`src/rtl/scl_pkg.sv`:
```
package scl_pkg;
  localparam int DIV_W    = 9;
  localparam int REFSEL_W = 2;
  localparam int CP_W     = 3;
  localparam int MODE_W   = 2;
  localparam int DC_W     = 8;
  localparam int AUX_W    = 2;
  localparam int TEST_W   = 6;

  // synthesizer bank layout (payload bit 15 at the top)
  typedef struct packed {
    logic [MODE_W-1:0]   mode;
    logic [CP_W-1:0]     cp;
    logic [REFSEL_W-1:0] refsel;
    logic [DIV_W-1:0]    div;
  } synth_t;

  // miscellaneous bank layout
  typedef struct packed {
    logic [TEST_W-1:0] test;
    logic [AUX_W-1:0]  aux;
    logic [DC_W-1:0]   dc;
  } misc_t;
endpackage

```
`src/rtl/scl_sync.sv`:
```
module scl_sync #(
  parameter int W      = 3,
  parameter int STAGES = 2
) (
  input  logic         clk,
  input  logic         rst,
  input  logic [W-1:0] d_in,
  output logic [W-1:0] q,
  output logic [W-1:0] rise
);
  logic [W-1:0] pipe [STAGES];
  logic [W-1:0] prev;

  always_ff @(posedge clk) begin
    if (rst) begin
      for (int k = 0; k < STAGES; k++) pipe[k] <= '0;
      prev <= '0;
    end else begin
      pipe[0] <= d_in;
      for (int k = 1; k < STAGES; k++) pipe[k] <= pipe[k-1];
      prev <= pipe[STAGES-1];
    end
  end

  assign q    = pipe[STAGES-1];
  assign rise = pipe[STAGES-1] & ~prev;
endmodule

```
`src/rtl/scl_shifter.sv`:
```
module scl_shifter #(
  parameter int WORD_W = 21,
  parameter int CNT_W  = $clog2(WORD_W + 2)
) (
  input  logic              clk,
  input  logic              rst,
  input  logic              shift_en,
  input  logic              bit_in,
  input  logic              clear,
  output logic [WORD_W-1:0] word_q,
  output logic [CNT_W-1:0]  cnt_q
);
  localparam logic [CNT_W-1:0] CNT_MAX = CNT_W'(WORD_W + 1);

  always_ff @(posedge clk) begin
    if (rst) begin
      word_q <= '0;
      cnt_q  <= '0;
    end else begin
      if (shift_en) begin
        word_q <= {word_q[WORD_W-2:0], bit_in};
        if (cnt_q != CNT_MAX) cnt_q <= cnt_q + 1'b1;
      end
      if (clear) cnt_q <= '0;
    end
  end
endmodule

```
`src/rtl/scl_banks.sv`:
```
module scl_banks #(
  parameter int PAYLOAD_W = 16,
  parameter int NUM_BANKS = 2,
  parameter logic [NUM_BANKS*PAYLOAD_W-1:0] DEFAULTS = '0,
  localparam int SEL_W = (NUM_BANKS > 1) ? $clog2(NUM_BANKS) : 1
) (
  input  logic                           clk,
  input  logic                           rst,
  input  logic                           wr_en,
  input  logic [SEL_W-1:0]               wr_sel,
  input  logic [PAYLOAD_W-1:0]           wr_data,
  output logic [NUM_BANKS*PAYLOAD_W-1:0] bank_flat
);
  for (genvar b = 0; b < NUM_BANKS; b++) begin : g_bank
    always_ff @(posedge clk) begin
      if (rst)
        bank_flat[b*PAYLOAD_W +: PAYLOAD_W] <= DEFAULTS[b*PAYLOAD_W +: PAYLOAD_W];
      else if (wr_en && wr_sel == SEL_W'(b))
        bank_flat[b*PAYLOAD_W +: PAYLOAD_W] <= wr_data;
    end
  end
endmodule

```
`src/rtl/serial_cfg_loader.sv`:
```
module serial_cfg_loader #(
  parameter int ADDR_W      = 4,
  parameter logic [ADDR_W-1:0] CHIP_ID = 4'b1010,
  parameter int SYNC_STAGES = 2,
  parameter logic [15:0] SYNTH_DEFAULT = 16'h0040,
  parameter logic [15:0] MISC_DEFAULT  = 16'h0080
) (
  input  logic                       clk,
  input  logic                       rst,
  input  logic                       ser_clk,
  input  logic                       ser_data,
  input  logic                       ser_strobe,
  output logic [scl_pkg::DIV_W-1:0]    div_ratio,
  output logic [scl_pkg::REFSEL_W-1:0] ref_sel,
  output logic [scl_pkg::CP_W-1:0]     cp_level,
  output logic [scl_pkg::MODE_W-1:0]   mode_sel,
  output logic [scl_pkg::DC_W-1:0]     dc_trim,
  output logic [scl_pkg::AUX_W-1:0]    aux_out,
  output logic [scl_pkg::TEST_W-1:0]   test_bits
);
  import scl_pkg::*;

  localparam int PAYLOAD_W = $bits(synth_t);
  localparam int WORD_W    = ADDR_W + 1 + PAYLOAD_W;
  localparam int CNT_W     = $clog2(WORD_W + 2);
  localparam logic [2*PAYLOAD_W-1:0] DEFAULTS = {MISC_DEFAULT, SYNTH_DEFAULT};

  logic [2:0] sync_q, sync_rise;
  logic strb_lvl, strb_rise, sclk_rise, sdata_lvl;

  scl_sync #(.W(3), .STAGES(SYNC_STAGES)) u_sync (
    .clk(clk), .rst(rst),
    .d_in({ser_strobe, ser_data, ser_clk}),
    .q(sync_q), .rise(sync_rise)
  );

  assign strb_lvl  = sync_q[2];
  assign strb_rise = sync_rise[2];
  assign sdata_lvl = sync_q[1];
  assign sclk_rise = sync_rise[0];

  logic [WORD_W-1:0] word_q;
  logic [CNT_W-1:0]  cnt_q;

  scl_shifter #(.WORD_W(WORD_W), .CNT_W(CNT_W)) u_shift (
    .clk(clk), .rst(rst),
    .shift_en(sclk_rise & ~strb_lvl),
    .bit_in(sdata_lvl),
    .clear(strb_rise),
    .word_q(word_q), .cnt_q(cnt_q)
  );

  logic [ADDR_W-1:0]    addr_field;
  logic                 sel_field;
  logic [PAYLOAD_W-1:0] payload;
  logic                 wr_en;

  assign addr_field = word_q[WORD_W-1 -: ADDR_W];
  assign sel_field  = word_q[PAYLOAD_W];
  assign payload    = word_q[PAYLOAD_W-1:0];
  assign wr_en      = strb_rise && (cnt_q == CNT_W'(WORD_W)) && (addr_field == CHIP_ID);

  logic [2*PAYLOAD_W-1:0] bank_flat;

  scl_banks #(.PAYLOAD_W(PAYLOAD_W), .NUM_BANKS(2), .DEFAULTS(DEFAULTS)) u_banks (
    .clk(clk), .rst(rst),
    .wr_en(wr_en), .wr_sel(sel_field), .wr_data(payload),
    .bank_flat(bank_flat)
  );

  synth_t syn;
  misc_t  msc;
  assign syn = synth_t'(bank_flat[PAYLOAD_W-1:0]);
  assign msc = misc_t'(bank_flat[2*PAYLOAD_W-1:PAYLOAD_W]);

  assign div_ratio = syn.div;
  assign ref_sel   = syn.refsel;
  assign cp_level  = syn.cp;
  assign mode_sel  = syn.mode;
  assign dc_trim   = msc.dc;
  assign aux_out   = msc.aux;
  assign test_bits = msc.test;
endmodule

```
`config.mk`:
```
export PLATFORM = sky130hd
export DESIGN_NAME = serial_cfg_loader
export DESIGN_NICKNAME = d
export VERILOG_FILES = /design/src/rtl/scl_pkg.sv /design/src/rtl/scl_sync.sv /design/src/rtl/scl_shifter.sv /design/src/rtl/scl_banks.sv /design/src/rtl/serial_cfg_loader.sv
export SDC_FILE = /design/constraint.sdc
export NUM_CORES = 1
export LEC_CHECK = 0
export BUFFER_PORTS_ARGS = -buffer_cell sky130_fd_sc_hd__buf_4
export CORE_MARGIN = 5
export CORE_UTILIZATION = 35
export CTS_CLUSTER_SIZE = 14
export DETAILED_ROUTE_END_ITERATION = 16
export SKIP_LAST_GASP = 1
export SYNTH_ARGS = -nofsm -noshare
export SYNTH_HDL_FRONTEND = slang
export SYNTH_SLANG_ARGS = --single-unit
```
`constraint.sdc`:
```
create_clock -name clk -period 1.6 [get_ports clk]
set_input_delay 0.24 -clock clk [delete_from_list [all_inputs] [get_ports clk]]
set_output_delay 0.24 -clock clk [all_outputs]
set_load 0.005 [all_outputs]
```
; ---- Word-level counts from Yosys, hierarchy flattened
; Memory sizes are Yosys's and may differ from the RTL's.
; Index checks and enable logic that the tools add are counted.
[op_classes]
addsub = 1
eq_ne = 3
muxes = 5
n_bitwise = 7
reduce_logical = 6
[op_table]
columns = operator, count
row1 = two-way mux 3 bit, 2
row2 = adder 5 x 1 -> 5 bit (second input constant), 1
row3 = == test 5 bit (second input constant), 1
row4 = inequality test 5 bit (second input constant), 1
row5 = == test 4 bit (second input constant), 1
row6 = logical AND 1 bit, 4
row7 = AND 3 bit, 1
row8 = two-way mux 1 bit, 3
row9 = inverter 3 bit, 1
row10 = inverter 1 bit, 2
row11 = bitwise OR 1 bit, 2
row12 = AND reduction 2 bit, 1
row13 = OR reduction 2 bit, 1
row14 = AND 1 bit, 1
[totals]
register_bits = 61
ram_bits = 6
input_bits = 5
out_inout_bits = 32
wordCells = 28
mem_count = 1
[memory_table]
columns = memory, depth, width, read_ports, rd_clocked_by_memory_dff, write_ports, line
row1 = u_sync.pipe, 2, 3, 2, 0, 2, scl_sync.sv:11  ; logic [W-1:0] pipe [STAGES];

; ---- Logic depth before layout (Yosys ltp)
; Gate-level depths: netlist (run 1).
[depth]
word_depth = 5
mapped_depth = 7
mapped_depth_nobuf = 5

; ---- Cells and area by module
; A second synthesis (run 1) with hierarchy kept.
[unflattened]
cells_unflattened = 248
area_unflattened_um2 = 2672.6
[modules_own_cells]
columns = mod, n_inst, cells_each, area_each_um2, seq_area_each_um2
row1 = scl_banks, 1, 126, 1346.3, 640.6
row2 = scl_shifter, 1, 93, 1006.0, 520.5
row3 = scl_sync, 1, 24, 277.8, 180.2
row4 = serial_cfg_loader, 1, 5, 42.5, 0.0

; ---- Worst setup path before layout (run 1)
; No wires, ideal clock.
[synth_timing]
kind = reg-to-reg
start = register u_shift.cnt_q[0]
end = register u_banks.bank_flat[10]
setup_ns = 0.072
arrival_time_ns = 1.423
t_required_ns = 1.528
path_slack_ns = 0.105
stages_incl_launch_ff = 7
path_buffers = 2
period_less_slack_ns = 1.495
cell_sequence = dfxtp_1 > ha_1 > and4b_1 > and4b_1 > buf_2 > buf_4 > mux2i_1
[synth_via]
elab_chain_len = 4
[synth_rtl]
columns = element, line
row1 = from (decl), scl_shifter.sv:11  ; output logic [CNT_W-1:0] cnt_q
row2 = from (signal assigned), scl_shifter.sv:22  ; if (cnt_q != CNT_MAX) cnt_q <= cnt_q + 1'b1;
row3 = == test 5 bit, serial_cfg_loader.sv:61  ; assign wr_en = strb_rise && (cnt_q == CNT_W'(WORD_W)) && (addr_field == CHIP_ID);
row4 = logical AND 1 bit (2 in series), serial_cfg_loader.sv:61
row5 = logical AND 1 bit, scl_banks.sv:18  ; else if (wr_en && wr_sel == SEL_W'(b))
row6 = "to (signal, indexed assignment)", scl_banks.sv:17  ; bank_flat[b*PAYLOAD_W +: PAYLOAD_W] <= DEFAULTS[b*PAYLOAD_W +: PAYLOAD_W];
row7 = "to (signal, indexed assignment)", scl_banks.sv:19  ; bank_flat[b*PAYLOAD_W +: PAYLOAD_W] <= wr_data;
row8 = to (decl), scl_banks.sv:12  ; output logic [NUM_BANKS*PAYLOAD_W-1:0] bank_flat
; Every way passes these cells.
; A chain may end at the register's enable or synchronous reset.

; ---- Worst setup path after layout (run 1)
[layout_timing]
start = register u_shift.cnt_q[0]
end = register u_shift.cnt_q[3]
[layout_via]
elab_chain_len = 2
elab_cells_between_ends = 3
cone_classes = add/sub: 1 / eq/ne: 1 / reduce/logical: 1
[layout_rtl]
columns = element
row1 = "parallel branches: the longest is 2 deep, another holds adder 5 x 1 -> 5 bit"
; Several ways; the timed one is not identified.

==> results of run 1 <==
cells in the mapped netlist:
library cell / n
nor2b_1: 8
nand3_1: 2
nand3b_1: 1
a311oi_1: 1
inv_1: 2
or4_1: 1
and3b_1: 1
and4_1: 2
buf_4: 2
nor3b_1: 1
dfxtp_1: 66
nor3_1: 1
nor2_1: 4
nand4b_1: 1
and4b_1: 3
clkbuf_1: 13
or3b_1: 1
nand2_1: 42
nor3b_2: 1
nand2b_1: 48
o21ai_0: 2
mux2i_1: 33
or3b_2: 1
a21oi_1: 25
clkbuf_2: 1
nand4_1: 1
buf_2: 2
ha_1: 3
metrics by stage:
step / instance area [um^2] / utilization
final: 3160 / 0.438
after global routing: 3160 / 0.438
after CTS: 3160 / 0.438
after detailed placement: 2960 / 0.411
after global placement: 2960 / 0.411
after floorplan: 2580 / -
worst max path at each step:
stage,from,endpoint,slack (ps),cells past startpoint
2_1_floorplan,u_shift.cnt_q[0],u_banks.bank_flat[10],110,6
5_1_grt,u_shift.cnt_q[0],u_banks.bank_flat[3],4,5
3_3_place_gp,u_sync.pipe[0][5],u_shift.cnt_q[3],190,3
3_5_place_dp,u_shift.cnt_q[0],u_shift.cnt_q[3],140,5
4_1_cts,u_shift.cnt_q[0],u_shift.cnt_q[3],130,5
6_report,u_shift.cnt_q[0],u_shift.cnt_q[3],120,5
logic make-up (layout without fill, tap and decap cells):
group	Yosys count	in the layout	synth area share
buf+inv	20	61	0.0334
simple gates	119	119	0.256
fa+ha+maj	3	3	0.0145
flops	66	66	0.512
compound gates	28	28	0.0557
mux	33	33	0.128
registers in the layout, summed over array words and instances (netlist names):
signal and cells:
u_banks.bank_flat 32, u_shift.cnt_q 5, u_sync.pipe 6, u_sync.prev 2, u_shift.word_q 21
critical path: stages, from the launching register on:
cell and delay, ps:
dfxtp_1 400, inv_1 90, ha_1 210, and4b_1 180, or4_1 400, a21oi_1 130
metal layers:
layer / routed length (um) / vias to the layer above / GRT usage
met2: 2150 / 39 / 0.184
li1: - / 959 / -
met3: 241 / 10 / 0.0461
met5: 0 / - / 0
met4: 111 / 0 / 0.0640
met1: 2440 / 832 / 0.145
power groups by stage:
stage	Clock (uW)	Combinational [uW]	Sequential, uW
CTS	1410	92.4	1660
global route	1480	102	1660
floorplan	0	69.2	1700
detailed placement	0	92.6	1700
global placement	0	91.6	1700
finish	1360	91.0	1660
cell type report:
type                    count  area (um^2)
clock buffers              15          196
clock inverters             1         5.00
fillers                   742         4050
inverters                   2         7.51
multi-input cells         183         1170
flip-flops and latches     66         1320
well taps                  99          124
repair buffers             43          335
==> results_dict.tcl, run 1 <==
set metrics [dict create \
    clockBufferDepth 2 \
    synth_area_um2 2580 \
    holdBufCountCts 0 \
    yosysTopAreaCell "dfxtp_1" \
    drt_iter0_drc 92 \
    swShare 0.206 \
    avgSynthCellArea_um2 9.60 \
    setup_violations 0 \
    nets 313 \
    r2r-start "u_shift.cnt_q[0]" \
    place_ws_ps 141 \
    cp.arrival_ps 1750 \
    synthDistinctLibCells 28 \
    diodes 0 \
    viasPerCell 4.50 \
    hp-start "ser_data" \
    holdPathEnd "u_sync.pipe[0][1]" \
    worstSetupPathType "reg2reg" \
    wl_per_cell_um 12.1 \
    power.switching_uw 642 \
    vdd_drop_max_uv 589 \
    whs_ps 109 \
    reg2reg_setup_slack_ps 120 \
    period_needed_ps 1480 \
    final_common_cell "dfxtp_1" \
    cts_htree_levels 3 \
    rsz0062_at_grt "no" \
    cts_buffers 9 \
    routed_wl_um 4940 \
    slew_headroom 0.587 \
    overflow 0 \
    grt_pass1_wl_um 8310 \
    post_cts_resize_count 0 \
    drive_gt1_frac 0.194 \
    powerDensity_nw_per_um2 983 \
    reg2reg_depth 5 \
    insertion_delay_ps 340 \
    drc 0 \
    clock_power_share 0.437 \
    yosysWarningCount 0 \
    cts.sinks 66 \
    finalSetupTns_ps 0 \
    seqPwrFrac 0.534 \
    hpwlAfterDp_um 3170 \
    synth_top_cells_by_area "dfxtp_1, mux2i_1, nand2b_1" \
    hold_violations 0 \
    place_inst 393 \
    grt.total_usage 0.120 \
    die_h_um 95.9 \
    fin_cells 409 \
    synth_cells 269 \
    first_pass_iters 4 \
    ys_ff_latch 66 \
    syn_nets 277 \
    timing.fmax_ghz 0.678 \
    leakage_uw 0.00114 \
    die_width_um 95.9 \
    cp_max_fo 5 \
    crit_required_ps 1870 \
    fin_skew_ps 4.08 \
    vias 1840 \
    comb_power_share 0.029 \
    die_area_um2 9190 \
    startpoint_type "flop" \
    grt_pass1_vias 1786 \
    grt_start_max_net_pins 78 \
    reg2reg_to "u_shift.cnt_q[3]" \
    post-route-period-util 0.922 \
    worst_pin_slew_ps 620 \
    antenna_found_initial 0 \
    critPathCaptureType "flop" \
    final_cell_mix "dfxtp_1, nand2b_1, nand2_1, buf_4, mux2i_1" \
    cellInternalPower_uw 2470 \
    core_area_um2 7210 \
    start_util 0.358 \
    synth_top_area_frac 0.512 \
    clockRootBuffer "clkbuf_8" \
    syn_to_final_growth_pct 22.5 \
    yosysSeqAreaShare 0.512 \
    cts_setup_buffers 0 \
    power.total_uw 3110 \
    portBuffers 36 \
    io_pins 37 \
    maxCapViolations 0 \
    rows 31 \
    clkTransAtPathRegs_ps 70 \
    maxSlewViolCount 0 \
    final_antenna_net_count 0 \
    hold_path_depth 2 \
    setup_ws_ps 124 \
    place_congestion 0.742 \
    cts_tree "done" \
    run_status "complete, no violations" \
    hold_class "in2reg" \
]
Power figures use the tool's default switching activity.
==> run 2: changes to the inputs <==
Settings changed: SYNTH_HIERARCHICAL set to 1.
==> run 2 against run 1 <==
The run now ends with negative setup slack left. Hold slack improved by 9.0 ps. Combinational power rose by 20%. Non-clock buffer count rose by 9. Synthesized cell count fell by 9.3%. Global-route usage fell by 1.0 points. Worst setup slack got worse by 130 ps. Synthesized area rose by 2.0%. Die area rose by 1.8%. Clock power rose by 13%. Routed wire length fell by 3.7%. Register-to-register slack got worse by 130 ps. Largest cell class unchanged. Highest routed layer unchanged.
==> results_dict.tcl, run 2 <==
set metrics [dict create \
    run_status "finished, violations left" \
    violations "negative setup slack" \
    clockRootBuffer "clkbuf_8" \
    timing.fmax_ghz 0.624 \
    clockBufferDepth 2 \
    grt_start_max_net_pins 36 \
    start_util 0.361 \
    fin_skew_ps 13.0 \
    cts_buffers 9 \
    final_antenna_net_count 0 \
    maxSlewViolCount 0 \
    post-route-period-util 1.00 \
    drt_iter0_drc 60 \
    grt.total_usage 0.110 \
    hold_class "in2reg" \
    routedLengthMet1_um 2300 \
    cts_tree "done" \
    wl_per_cell_um 12.1 \
    setup_ws_ps -2.58 \
    drive_gt1_frac 0.268 \
    overflow 0 \
    highest_layer "met4" \
    cp.arrival_ps 1880 \
    final_common_cell "dfxtp_1" \
    reg_top3 "u_banks/bank_flat: 32 flops, u_shift/word_q: 21 flops, u_sync/pipe: 6 flops" \
    worstSetupPathType "reg2reg" \
    drc 0 \
    first_pass_iters 5 \
    hp-start "ser_clk" \
    synth_cells 244 \
    rsz0062_at_grt "yes" \
    critPathCaptureType "flop" \
    worst_pin_slew_ps 356 \
    grt_pass1_vias 1744 \
    dr_wl_met3_um 320 \
    grt_pass1_wl_um 8400 \
    reg2reg_setup_slack_ps -3 \
    viasPerCell 4.51 \
    cp_max_fo 5 \
    vias 1778 \
    largest_reg_flops 32 \
    place_congestion 0.699 \
    portBuffers 36 \
    avgSynthCellArea_um2 10.8 \
    nets 297 \
    maxCapViolations 0 \
    die_width_um 96.7 \
    finalSetupTns_ps -2.58 \
    reg2reg_to "u_banks/bank_flat[0]" \
    fill_cells 725 \
    reg2reg_depth 6 \
    syn_nets 251 \
    startpoint_type "flop" \
    core_area_um2 7290 \
    period_needed_ps 1600 \
    clkTransAtPathRegs_ps 80 \
    yosysWarningCount 6 \
    hpwlAfterDp_um 3360 \
    place_ws_ps 55.2 \
    die_h_um 96.7 \
    power.total_uw 3310 \
    holdBufCountCts 0 \
    r2r-start "u_sync/pipe[0][5]" \
    insertion_delay_ps 340 \
    cts_htree_levels 3 \
    vdd_drop_max_uv 560 \
    hold_violations 0 \
    syn_to_final_growth_pct 26.3 \
    powerDensity_nw_per_um2 995 \
    final_cell_mix "dfxtp_1, mux2i_1, buf_4" \
    holdPathEnd "u_sync/pipe[0][0]" \
    antenna_found_initial 0 \
    diodes 0 \
    largest-register "u_banks/bank_flat" \
    crit_required_ps 1870 \
    wl_met2_um 2080 \
    setup_violations 1 \
    cts.sinks 66 \
    routed_wl_um 4760 \
    synth_area_um2 2630 \
    io_pins 37 \
    leakage_uw 0.00135 \
    die_area_um2 9360 \
    hold_path_depth 2 \
    slew_headroom 0.762 \
    rows 31 \
]
==> run 2: worst max-delay path, cell delays in order, from the launching register on <==
cell and delay [ps]:
dfxtp_2 330, nor2b_4 140, nand4b_1 140, nor4_4 350
nor2b_4 230, buf_4 180, mux2i_1 190
==> run 2: timing repair <==
| action | CTS | global route |
|---|---|---|
| resized for setup | 0 | 3 |
| setup buffers | 0 | 3 |
| endpoints found under the setup margin | 0 | 12 |
==> run 2: worst max path at each step <==
stage | start | slack [ps] | to
floorplan | u_sync/pipe[0][5] | -20 | u_banks/bank_flat[10]
CTS | u_sync/pipe[0][5] | 40 | u_banks/bank_flat[9]
global placement | u_sync/pipe[0][5] | 100 | u_banks/bank_flat[3]
detailed placement | u_sync/pipe[0][5] | 60 | u_banks/bank_flat[9]
global route | u_sync/pipe[0][5] | -120 | u_banks/bank_flat[9]
finish | u_sync/pipe[0][5] | -3 | u_banks/bank_flat[0]
==> run 2: through the flow <==
step	util	area, um^2	instances	hold slack [ps]
3_5_place_dp	0.420	3060	375	427
4_1_cts	0.451	3290	391	100
2_1_floorplan	-	2650	244	304
6_report	0.456	3320	394	118
3_3_place_gp	0.420	3060	375	416
5_1_grt	0.456	3320	394	96.5
==> run 2: power by group <==
part / leakage [uW] / switching, uW / total, uW / internal (uW)
clock: 0.000101 / 622 / 1540 / 918
combinational: 0.000720 / 51.9 / 109 / 56.8
sequential: 0.000533 / 6.87 / 1660 / 1650
==> run 2: routing by layer <==
metal / track usage / vias to the layer above
met5: 0 / -
met4: 0.0356 / 0
met3: 0.0525 / 6
met2: 0.160 / 35
met1: 0.143 / 823
li1: - / 914
==> run 2: area by class of cell <==
| cell class | count | area [um^2] | area share |
|---|---|---|---|
| Clock inverter | 6 | 90.1 | 0.0271 |
| Multi-Input combinational cell | 159 | 1220 | 0.367 |
| Sequential cell | 66 | 1320 | 0.398 |
| Tap cell | 99 | 124 | 0.0373 |
| Clock buffer | 10 | 138 | 0.0414 |
| Inverter | 2 | 7.51 | 0.00226 |
| Timing Repair Buffer | 52 | 423 | 0.127 |
==> run 3: changes to the inputs <==
Settings changed: PLACE_DENSITY_LB_ADDON set to 0.08.
==> run 3 against run 2 <==
Total power down 10%. Largest cell class unchanged. Clock skew fell by 5.0 ps. Sequential share of layout area is 0.59 points higher. Non-clock buffer count is 2 higher. Sequential power about the same. Largest power group unchanged. The flow now finishes without violations. Die area unchanged.
==> results_dict.tcl, run 3 (synthesis results as in run 2) <==
set metrics [dict create \
    die_width_um 96.7 \
    cellInternalPower_uw 2300 \
    hold_class "in2reg" \
    crit_slowest_cell "dfxtp_2" \
    grt_pass1_vias 1747 \
    fin_skew_ps 8.03 \
    slew_headroom 0.763 \
    portBuffers 36 \
    startpoint_type "flop" \
    wl_per_cell_um 13.2 \
    rsz0062_at_grt "yes" \
    vdd_drop_max_uv 416 \
    die_area_um2 9360 \
    powerDensity_nw_per_um2 905 \
    clkTransAtPathRegs_ps 70 \
    nets 299 \
    comb_power_share 0.039 \
    clockBufferDepth 2 \
    whs_ps 112 \
    start_util 0.361 \
    cts_tree "done" \
    power.switching_uw 669 \
    antenna_found_initial 0 \
    swShare 0.226 \
    post-route-period-util 0.958 \
    syn_to_final_growth_pct 24.4 \
    timing.fmax_ghz 0.652 \
    grt_start_max_net_pins 29 \
    cp_top_family "simple AND/OR/NAND/NOR gates" \
    clock_power_share 0.401 \
    path_buf_inv 1 \
    cp_num_cells 6 \
    reg2reg_to "u_banks/bank_flat[0]" \
    drt_iter0_drc 40 \
    diodes 0 \
    cp.arrival_ps 1800 \
    largest_reg_flops 32 \
    hold_violations 0 \
    setup_ws_ps 66.6 \
    insertion_delay_ps 340 \
    largest-register "u_banks/bank_flat" \
    setup_violations 0 \
    hpwlAfterDp_um 3430 \
    path_cells "nor2b_4, nand4b_1, nor4_4, nor2b_4, buf_6, mux2i_1" \
    rows 31 \
    cts.sinks 66 \
    io_pins 37 \
    reg2reg_setup_slack_ps 70 \
    place_congestion 0.687 \
    period_needed_ps 1530 \
    cts_htree_levels 3 \
    vias 1781 \
    run_status "complete, no violations" \
    maxSlewViolCount 0 \
    final_common_cell "dfxtp_1" \
    drive_gt1_frac 0.264 \
    startpoint "u_sync/pipe[0][5]" \
    critPathCaptureType "flop" \
    crit_end "u_banks/bank_flat[0]" \
    max_stage_delay_ps 330 \
    cts_buffers 9 \
    clockRootBuffer "clkbuf_8" \
    drc 0 \
    grt_pass1_wl_um 8780 \
    worst_pin_slew_ps 354 \
    final_cell_mix "dfxtp_1, buf_4, mux2i_1" \
    viasPerCell 4.52 \
    critPathMostFrequentCell "nor2b_4" \
    worstSetupPathType "reg2reg" \
    holdBufCountCts 0 \
    final_antenna_net_count 0 \
    routed_wl_um 5210 \
    grt.total_usage 0.116 \
    overflow 0 \
    reg_top3 "u_banks/bank_flat: 32 flops, u_shift/word_q: 21 flops, u_sync/pipe: 6 flops" \
    place_ws_ps 45.0 \
    reg2reg_depth 6 \
    maxCapViolations 0 \
    die_h_um 96.7 \
    seqPwrFrac 0.560 \
    first_pass_iters 4 \
    leakage_uw 0.00135 \
    crit_required_ps 1870 \
    r2r-start "u_sync/pipe[0][5]" \
    core_area_um2 7290 \
    cp_max_fo 7 \
]
==> run 3: area by class of cell <==
| class | instances | area (um^2) |
|---|---|---|
| fill | 727 | 4020 |
| sequential | 66 | 1320 |
| multi-input combinational | 159 | 1220 |
| timing repair buffer | 54 | 438 |
| clock buffer | 11 | 141 |
| tap | 99 | 124 |
| clock inverter | 3 | 17.5 |
| inverter | 2 | 7.51 |
==> run 3: through the flow <==
step / total power (uW) / area, um^2 / utilization / TNS, ps / cells
2_1_floorplan: 1770 / 2650 / - / -150 / 244
5_1_grt: 3090 / 3280 / 0.449 / -420 / 394
3_5_place_dp: 1810 / 3080 / 0.422 / 0 / 377
3_3_place_gp: 1810 / 3080 / 0.422 / 0 / 377
4_1_cts: 3010 / 3240 / 0.444 / -0.310 / 391
6_report: 2970 / 3280 / 0.449 / 0 / 394
==> run 3: metal layers <==
metal  share of wire  global-route usage
met5               0                   0
met4           0.022              0.0583
met3           0.045              0.0388
met2            0.41               0.157
met1            0.52               0.161
==> run 3: worst min path at each step <==
stage | start | cells after the start | slack [ps] | to
after floorplan | rst | 1 | 300 | u_sync/pipe[0][5]
after global placement | u_sync/pipe[0][2] | 1 | 440 | u_sync/pipe[0][5]
after detailed placement | u_sync/pipe[0][2] | 1 | 430 | u_sync/pipe[0][5]
after CTS | ser_strobe | 2 | 100 | u_sync/pipe[0][2]
after global routing | ser_strobe | 2 | 110 | u_sync/pipe[0][2]
final | ser_data | 2 | 110 | u_sync/pipe[0][1]
==> run 3: repair_timing <==
action / 4_1_cts / 5_1_grt
gates resized for setup: 0 / 4
setup endpoints to repair: 1 / 19
buffers inserted: 0 / 3
==> run 3: power by group through the flow <==
| stage | sequential (uW) | clock (uW) | combinational (uW) |
|---|---|---|---|
| after floorplan | 1700 | 0 | 77.8 |
| after global placement | 1700 | 0 | 113 |
| after detailed placement | 1700 | 0 | 112 |
| after CTS | 1660 | 1240 | 113 |
| after global routing | 1660 | 1300 | 127 |
| final | 1660 | 1190 | 116 |
